===== src/rtl/gpio_bank_pkg.sv =====
package gpio_bank_pkg;

  localparam int unsigned LINES_PER_BANK = 32;
  localparam int unsigned FUNC_W         = 3;
  localparam int unsigned SLOT_W         = 3;
  localparam int unsigned WIN_LOG2       = SLOT_W + 2;  // 32-byte window per bank
  localparam int unsigned DIR_BIT        = 8;
  localparam int unsigned PU_BIT         = 9;

  typedef logic [31:0] word_t;

  typedef enum logic [SLOT_W-1:0] {
    SLOT_MASK = 3'd0,
    SLOT_CFG  = 3'd1,
    SLOT_SET  = 3'd2,
    SLOT_CLR  = 3'd3,
    SLOT_STAT = 3'd4
  } slot_e;

  localparam logic [FUNC_W-1:0] FUNC_GPIO = '0;

  typedef struct packed {
    logic              pu;
    logic              dir;
    logic [FUNC_W-1:0] func;
  } line_cfg_t;

  function automatic line_cfg_t cfg_from_word(input word_t w);
    line_cfg_t c;
    c.func = w[FUNC_W-1:0];
    c.dir  = w[DIR_BIT];
    c.pu   = w[PU_BIT];
    return c;
  endfunction

  function automatic word_t cfg_to_word(input line_cfg_t c);
    word_t w;
    w                = '0;
    w[FUNC_W-1:0]    = c.func;
    w[DIR_BIT]       = c.dir;
    w[PU_BIT]        = c.pu;
    return w;
  endfunction

endpackage


===== src/rtl/gpio_in_sync.sv =====
module gpio_in_sync #(
  parameter int unsigned W = 32
) (
  input  logic         clk_i,
  input  logic         rst_ni,
  input  logic [W-1:0] d_i,
  output logic [W-1:0] q_o
);

  logic [W-1:0] meta_q, sync_q;

  always_ff @(posedge clk_i or negedge rst_ni) begin
    if (!rst_ni) begin
      meta_q <= '0;
      sync_q <= '0;
    end else begin
      meta_q <= d_i;
      sync_q <= meta_q;
    end
  end

  assign q_o = sync_q;

endmodule


===== src/rtl/gpio_cfg_array.sv =====
module gpio_cfg_array
  import gpio_bank_pkg::*;
#(
  parameter int unsigned LINES = LINES_PER_BANK
) (
  input  logic                        clk_i,
  input  logic                        rst_ni,
  input  logic                        wr_i,
  input  line_cfg_t                   wcfg_i,
  input  logic      [LINES-1:0]       sel_i,
  output line_cfg_t [LINES-1:0]       cfg_o,
  output line_cfg_t                   rd_cfg_o
);

  line_cfg_t [LINES-1:0] cfg_q;

  for (genvar l = 0; l < LINES; l++) begin : g_line
    always_ff @(posedge clk_i or negedge rst_ni) begin
      if (!rst_ni)                cfg_q[l] <= '0;
      else if (wr_i && sel_i[l])  cfg_q[l] <= wcfg_i;
    end
  end

  // lowest selected line wins the read-back
  always_comb begin
    rd_cfg_o = '0;
    for (int l = int'(LINES) - 1; l >= 0; l--) begin
      if (sel_i[l]) rd_cfg_o = cfg_q[l];
    end
  end

  assign cfg_o = cfg_q;

endmodule


===== src/rtl/gpio_bank.sv =====
module gpio_bank
  import gpio_bank_pkg::*;
#(
  parameter int unsigned LINES = LINES_PER_BANK
) (
  input  logic                    clk_i,
  input  logic                    rst_ni,
  input  logic                    mask_we_i,
  input  logic                    cfg_we_i,
  input  logic                    set_we_i,
  input  logic                    clr_we_i,
  input  word_t                   wdata_i,
  input  logic [LINES-1:0]        pad_in_i,
  output logic [LINES-1:0]        mask_o,
  output word_t                   cfg_rd_o,
  output logic [LINES-1:0]        stat_o,
  output logic [LINES-1:0]        out_o,
  output logic [LINES-1:0]        oe_o,
  output logic [LINES-1:0]        pu_o,
  output logic [LINES*FUNC_W-1:0] func_o
);

  logic      [LINES-1:0] mask_q, latch_q;
  line_cfg_t [LINES-1:0] cfg;
  line_cfg_t             rd_cfg;

  always_ff @(posedge clk_i or negedge rst_ni) begin
    if (!rst_ni)        mask_q <= '0;
    else if (mask_we_i) mask_q <= wdata_i[LINES-1:0];
  end

  always_ff @(posedge clk_i or negedge rst_ni) begin
    if (!rst_ni)       latch_q <= '0;
    else if (set_we_i) latch_q <= latch_q | wdata_i[LINES-1:0];
    else if (clr_we_i) latch_q <= latch_q & ~wdata_i[LINES-1:0];
  end

  gpio_cfg_array #(.LINES(LINES)) u_cfg (
    .clk_i    (clk_i),
    .rst_ni   (rst_ni),
    .wr_i     (cfg_we_i),
    .wcfg_i   (cfg_from_word(wdata_i)),
    .sel_i    (mask_q),
    .cfg_o    (cfg),
    .rd_cfg_o (rd_cfg)
  );

  gpio_in_sync #(.W(LINES)) u_sync (
    .clk_i  (clk_i),
    .rst_ni (rst_ni),
    .d_i    (pad_in_i),
    .q_o    (stat_o)
  );

  for (genvar l = 0; l < LINES; l++) begin : g_pad
    assign oe_o[l]                     = (cfg[l].func == FUNC_GPIO) && cfg[l].dir;
    assign pu_o[l]                     = cfg[l].pu;
    assign func_o[l*FUNC_W +: FUNC_W]  = cfg[l].func;
  end

  assign mask_o   = mask_q;
  assign out_o    = latch_q;
  assign cfg_rd_o = cfg_to_word(rd_cfg);

endmodule


===== src/rtl/gpio_bank_ctrl.sv =====
module gpio_bank_ctrl
  import gpio_bank_pkg::*;
#(
  parameter int unsigned N_BANKS = 4,
  parameter int unsigned ADDR_W  = 9
) (
  input  logic                                       clk_i,
  input  logic                                       rst_ni,
  input  logic                                       req_i,
  input  logic                                       we_i,
  input  logic [ADDR_W-1:0]                          addr_i,
  input  logic [31:0]                                wdata_i,
  output logic [31:0]                                rdata_o,
  input  logic [N_BANKS*LINES_PER_BANK-1:0]          pad_in_i,
  output logic [N_BANKS*LINES_PER_BANK-1:0]          pad_out_o,
  output logic [N_BANKS*LINES_PER_BANK-1:0]          pad_oe_o,
  output logic [N_BANKS*LINES_PER_BANK-1:0]          pad_pu_o,
  output logic [N_BANKS*LINES_PER_BANK*FUNC_W-1:0]   pad_func_o
);

  localparam int unsigned LN     = LINES_PER_BANK;
  localparam int unsigned BSEL_W = ADDR_W - WIN_LOG2;

  logic [BSEL_W-1:0] bank_idx;
  slot_e             slot;
  logic              wr_req, rd_req;
  logic              unused_lanes;

  assign bank_idx     = addr_i[ADDR_W-1:WIN_LOG2];
  assign slot         = slot_e'(addr_i[WIN_LOG2-1:2]);
  assign wr_req       = req_i && we_i;
  assign rd_req       = req_i && !we_i;
  assign unused_lanes = ^addr_i[1:0];

  logic  [N_BANKS-1:0] bank_hit;
  logic  [LN-1:0]      mask_b [N_BANKS];
  word_t               cfg_b  [N_BANKS];
  logic  [LN-1:0]      stat_b [N_BANKS];

  for (genvar b = 0; b < N_BANKS; b++) begin : g_bank
    assign bank_hit[b] = (bank_idx == BSEL_W'(b));

    gpio_bank #(.LINES(LN)) u_bank (
      .clk_i     (clk_i),
      .rst_ni    (rst_ni),
      .mask_we_i (wr_req && bank_hit[b] && (slot == SLOT_MASK)),
      .cfg_we_i  (wr_req && bank_hit[b] && (slot == SLOT_CFG)),
      .set_we_i  (wr_req && bank_hit[b] && (slot == SLOT_SET)),
      .clr_we_i  (wr_req && bank_hit[b] && (slot == SLOT_CLR)),
      .wdata_i   (wdata_i),
      .pad_in_i  (pad_in_i[b*LN +: LN]),
      .mask_o    (mask_b[b]),
      .cfg_rd_o  (cfg_b[b]),
      .stat_o    (stat_b[b]),
      .out_o     (pad_out_o[b*LN +: LN]),
      .oe_o      (pad_oe_o[b*LN +: LN]),
      .pu_o      (pad_pu_o[b*LN +: LN]),
      .func_o    (pad_func_o[b*LN*FUNC_W +: LN*FUNC_W])
    );
  end

  word_t rd_word;

  always_comb begin
    rd_word = '0;
    for (int b = 0; b < int'(N_BANKS); b++) begin
      if (bank_hit[b]) begin
        unique case (slot)
          SLOT_MASK: rd_word = word_t'(mask_b[b]);
          SLOT_CFG:  rd_word = cfg_b[b];
          SLOT_STAT: rd_word = word_t'(stat_b[b]);
          default:   rd_word = '0;
        endcase
      end
    end
  end

  always_ff @(posedge clk_i or negedge rst_ni) begin
    if (!rst_ni)     rdata_o <= '0;
    else if (rd_req) rdata_o <= rd_word;
  end

endmodule


===== config.mk =====
export PLATFORM = sky130hd
export DESIGN_NAME = gpio_bank_ctrl
export DESIGN_NICKNAME = d
export VERILOG_FILES = /design/src/rtl/gpio_bank_pkg.sv /design/src/rtl/gpio_in_sync.sv /design/src/rtl/gpio_cfg_array.sv /design/src/rtl/gpio_bank.sv /design/src/rtl/gpio_bank_ctrl.sv
export SDC_FILE = /design/constraint.sdc
export NUM_CORES = 2
export LEC_CHECK = 0
export BUFFER_PORTS_ARGS = -buffer_cell sky130_fd_sc_hd__buf_2
export CAP_MARGIN = 25
export CORE_AREA = 2 2 374 376
export DETAILED_ROUTE_END_ITERATION = 8
export DIE_AREA = 0 0 376 378
export PLACE_DENSITY_LB_ADDON = 0.15
export SLEW_MARGIN = 20
export SYNTH_ARGS = -nofsm -noshare
export SYNTH_HDL_FRONTEND = slang
export SYNTH_HIERARCHICAL = 1
export SYNTH_SLANG_ARGS = --single-unit

===== constraint.sdc =====
create_clock -name clk_i -period 3.5 [get_ports clk_i]
set_input_delay 0 -clock clk_i [delete_from_list [all_inputs] [get_ports clk_i]]
set_output_delay 0 -clock clk_i [all_outputs]
set_load 0.02 [all_outputs]

* After elaboration in Yosys (flattened, before gate mapping)
Index checks and enable logic that the tools add are counted.
Storage, ports and cells: output and inout port bits 800, word-level logic and storage cells 974, bits in registers 1184, input port bits 173
Cells by class: bitwise gates (word level) 9, reduce and logical (&&, ||, !) cells 413, eq/ne operators 7, muxes and demuxes 144
Operators with widths (count):
- 2-to-1 mux 5 bit | 128
- zero test 3 bit | 129
- 2-to-1 mux 32 bit | 12
- one-hot mux 32 bit (3 select lines) | 4
- logical AND 1 bit | 278
- bitwise AND 32 bit | 4
- bitwise OR 32 bit | 4
- inverter 32 bit | 1
- equality test 4 x 2 -> 1 bit (second input constant) | 2
- nonzero test 2 bit | 4
- equality test 3 x 2 -> 1 bit (second input constant) | 2
- equality test 4 x 1 -> 1 bit (second input constant) | 1
- zero test 4 bit | 1
- equality test 3 x 1 -> 1 bit (second input constant) | 1
- equality test 3 bit (second input constant) | 1
- zero test 1 bit | 1

* Logic depth before layout (Yosys ltp)
depth after elaboration 37, mapped depth 11, depth with buffers taken out 10

* By module
Netlist, hierarchy kept.
Modules (own cells, without submodules):
- gpio_cfg_array | cells an instance 671, sequential area each 4003.8 um^2, instances 4, area each 7744.9 um^2
- gpio_bank | cells an instance 230, sequential area each 1601.5 um^2, instances 4, area each 3081.7 um^2
- gpio_in_sync | cells an instance 64, sequential area each 1601.5 um^2, instances 4, area each 1601.5 um^2
- gpio_bank_ctrl | cells an instance 518, sequential area each 800.8 um^2, instances 1, area each 4451.8 um^2

* Worst setup path before layout
Ideal clock, no wire load.
path type register to register, start register g_bank[1].u_bank.mask_q[26], end register rdata_o[8], setup time 0.141 ns, required time 3.359 ns, arrival 2.136 ns, path buffers 1, clock period less this slack 2.277 ns, slack 1.223 ns, stages on the path, launching flop included 10, path through dfrtp_1 -> clkbuf_1 -> or3_1 -> a211oi_1 -> o31ai_1 -> a21oi_1 -> o21ai_1 -> mux2_2 -> a221oi_1 -> a31oi_1
RTL lines:
- start: declaration | RTL line gpio_bank.sv:23 | logic [LINES-1:0] mask_q, latch_q;
- start signal: assignment | RTL line gpio_bank.sv:29 | else if (mask_we_i) mask_q <= wdata_i[LINES-1:0];
- end signal: assignment | RTL line gpio_bank_ctrl.sv:80 | else if (rd_req) rdata_o <= rd_word;
- end: declaration | RTL line gpio_bank_ctrl.sv:13 | output logic [31:0] rdata_o,

* Worst setup path after layout
start input addr_i[6], end register rdata_o[7]
Between the ends: longest elaborated chain between the ends 5, elaborated cells on any way between the ends 8, classes of those cells 3 x eq/ne; 4 x mux; 1 x reduce/logical
RTL lines:
- start: declaration | RTL line gpio_bank_ctrl.sv:11 | input logic [ADDR_W-1:0] addr_i,
- zero test 4 bit | RTL line gpio_bank_ctrl.sv:41 | assign bank_hit[b] = (bank_idx == BSEL_W'(b));
- 2-to-1 mux 32 bit (3 in a row) | RTL line gpio_bank_ctrl.sv:67 | if (bank_hit[b]) begin
- 2-to-1 mux 32 bit * | RTL line gpio_bank_ctrl.sv:67
Every way passes the cells marked *; elsewhere a longest branch is shown, timed or not. A chain may end at the register's enable or synchronous reset.

==> flow_summary.json <==
{
  "setup_violations": 0,
  "fillers": 12666,
  "initial_utilization": 0.391,
  "rsz0062_at_grt": "false",
  "cts_sinks": 1184,
  "synth_edf_count": 0,
  "ant_nets": 0,
  "fin_crit_ps": 3430,
  "grt_first_pass_wirelength_um": 318000,
  "core_area_sq_mm": 0.139,
  "nNetsFinal": 5849,
  "final.setup.tns_ps": 0,
  "required_ps": 4200,
  "power.density_mw_per_mm2": 481,
  "timing.slew.headroom": 0.352,
  "leakage_nw": 34.4,
  "postCtsSetupRepairBufs": 0,
  "synth_top_area_cell": "dfrtp_1",
  "maxCapViolations": 0,
  "numCtsBuffers": 136,
  "drc": 0,
  "grt_max_degree": 111,
  "internal_power_mw": 24.3,
  "dr.pass1.iters": 6,
  "first_iter_violations": 3582,
  "seqPwrFrac": 0.434,
  "finalHoldViolations": 0,
  "max-vdd-ir-drop_uv": 359,
  "crit_type": "input port to register",
  "hp-class": "input port to asynchronous set/reset pin",
  "tightest_slew_ps": 959,
  "fin_worst_skew_ps": 35.8,
  "cts_tree": "built",
  "clkTransAtPathRegs_ps": 60,
  "ff2ff_path_depth": 9,
  "io_buffers": 970,
  "drive_above_1_share": 0.385,
  "yosys.area.top_type_share": 0.547,
  "area_delta_synth_final_pct": 27.3,
  "overflow": 0,
  "start_kind": "input port",
  "synth-async-reset-ratio": 1.00,
  "multi_input_area_sq_mm": 0.0227,
  "fmax_mhz": 292,
  "synth_warnings": 6,
  "finalCritPeriodShare": 0.979,
  "power.total_mw": 33.1,
  "regArea_sq_mm": 0.0296,
  "end_kind": "register",
  "grt_usage": 0.312,
  "synth_area_leaders": "dfrtp_1, mux2_2, mux2_4",
  "crit_arrival_ps": 4130,
  "clockBufferDepth": 3,
  "p_comb_frac": 0.108,
  "place.gp.congestion": 0.929,
  "finalWirelength_um": 227000,
  "power.share.switching": 0.267,
  "switchingPower_mw": 8.84,
  "root_buffer": "clkbuf_16",
  "grt_pass1_vias": 41881,
  "ys.flop_type": "dfrtp_1",
  "slew_violations": 0,
  "antenna_found_initial": 34,
  "hpwl_um": 165000,
  "yosysSeqAreaShare": 0.547,
  "via_per_inst": 5.62,
  "wl_per_cell_um": 29.8,
  "syn_area_sq_mm": 0.0542,
  "avgSynthCellArea_sq_um": 12.4,
  "htreeDepth": 4,
  "rows": 137,
  "vias": 42825,
  "die_area_sq_mm": 0.142,
  "die_w_um": 376,
  "synth-seq-cells": 1184,
  "clkLatencyLatePin_ps": 780,
  "ys_types": 51,
  "pin_count": 973,
  "status": "complete, no violations",
  "netlist_instances": 4378,
  "cp_max_fo": 13,
  "chipHeight_um": 378,
  "pwr-share-clk": 0.457
}
-- what timing repair did --
| item | 4_1_cts | 5_1_grt |
|---|---|---|
| gates resized for setup | 0 | 0 |
| hold endpoints to repair | 1501 | 0 |
| hold buffers | 303 | 0 |
-- synth_stat cells (28+ instances only) --
| cell | number |
|---|---|
| inv_1 | 28 |
| a221oi_1 | 52 |
| mux2_2 | 712 |
| nor2b_1 | 77 |
| buf_2 | 49 |
| buf_6 | 29 |
| nor3_1 | 49 |
| o2111ai_1 | 36 |
| o21ai_1 | 49 |
| and3b_1 | 32 |
| buf_4 | 111 |
| dfrtp_1 | 1184 |
| mux2_4 | 120 |
| or3_1 | 34 |
| a31oi_1 | 48 |
| nand2b_1 | 48 |
| nand2_1 | 460 |
| a21oi_1 | 180 |
| mux2i_1 | 112 |
| clkbuf_1 | 166 |
| nor4b_1 | 132 |
| nor3b_1 | 52 |
| a22o_1 | 160 |
| o21ai_0 | 119 |
| nor2_1 | 87 |
| o22ai_1 | 48 |
| o31ai_1 | 56 |
-- cell usage in the layout (no fill, tap or decap), drive strengths merged, types with 25 or more instances in the layout --
cell	count
a21oi	181
a221oi	52
a22o	160
a31oi	48
and3b	32
buf	1122
clkbuf	187
clkinv	30
conb	108
dfrtp	1184
diode	25
dlygate4sd3	302
inv	35
mux2	832
mux2i	112
nand2	460
nand2b	48
nand3b	25
nor2	88
nor2b	77
nor3	53
nor3b	52
nor4b	133
o2111ai	36
o21ai	168
o22ai	48
o31ai	56
or3	38
-- critical path, cell delays in order --
cell and delay, ps:
dlygate4sd3_1 620, buf_2 210, or4b_4 460, dlygate4sd3_1 610, a21oi_4 140, buf_4 210
dlygate4sd3_1 980, o21ai_1 140, a31oi_1 180, dlygate4sd3_1 560
-- final cells by class --
class,instances,share of cell area
Antenna cell,25,0.000908
Clock buffer,186,0.0569
Clock inverter,61,0.0124
Inverter,28,0.00152
Multi-Input combinational cell,2901,0.329
Sequential cell,1184,0.430
Tap cell,1807,0.0328
Timing Repair Buffer,1425,0.137
-- worst paths after layout --
kind,startpoint,slack (ps),end
setup / recovery,addr_i[6],70,rdata_o[7]
hold / removal,rst_ni,80,g_bank[1].u_bank/u_cfg/cfg_o[132]
setup reg to reg,g_bank[1].u_bank/mask_o[23],460,rdata_o[9]
hold reg to reg,g_bank[1].u_bank/u_sync/meta_q[9],340,g_bank[1].u_bank/u_sync/q_o[9]
max in group asynchronous,rst_ni,2750,asynchronous set/reset pin
min in group clk_i,wdata_i[8],130,g_bank[3].u_bank/u_cfg/cfg_o[138]
-- metrics by stage --
| stage | instance area, sq um | instances | utilization | setup slack [ps] | hold WS [ps] |
|---|---|---|---|---|---|
| 6_report | 68900 | 7617 | 0.498 | 74.8 | 83.0 |
| 5_1_grt | 68900 | 7611 | 0.498 | 36.4 | 57.3 |
| 4_1_cts | 68900 | 7592 | 0.497 | 202 | 12.0 |
| 3_5_place_dp | 61000 | 7042 | 0.441 | 526 | 46.6 |
| 3_3_place_gp | 61000 | 7041 | 0.441 | 509 | 69.1 |
| 2_1_floorplan | 54600 | 4482 | - | 1220 | -296 |
-- routing by layer --
layer | vias up | share of wire | global-route usage
met2 | 1704 | 0.49 | 0.518
met1 | 22284 | 0.41 | 0.402
met4 | 8 | 0.036 | 0.114
met3 | 344 | 0.065 | 0.0643
li1 | 18485 | - | -
met5 | - | 0.00024 | 0
-- kinds of logic (layout without fill, tap and decap cells) --
group	count (synthesis)	in the layout	share of synthesized area
flip-flops	1184	1184	0.547
AO/OA/AOI/OAI	821	821	0.102
AND/OR/NAND/NOR	1028	1028	0.105
multiplexers	944	944	0.202
buffers and inverters	397	1700	0.0440
other	4	133	0.000277
-- power groups by stage --
stage | combinational (mW) | clock, mW | sequential (mW)
after floorplan | 1.52 | 0 | 14.6
after global placement | 3.27 | 0 | 14.6
after detailed placement | 3.28 | 0 | 14.6
after CTS | 3.58 | 15.4 | 14.4
after global routing | 3.80 | 16.0 | 14.4
final | 3.58 | 15.2 | 14.4
(Power assumes the default switching activity.)
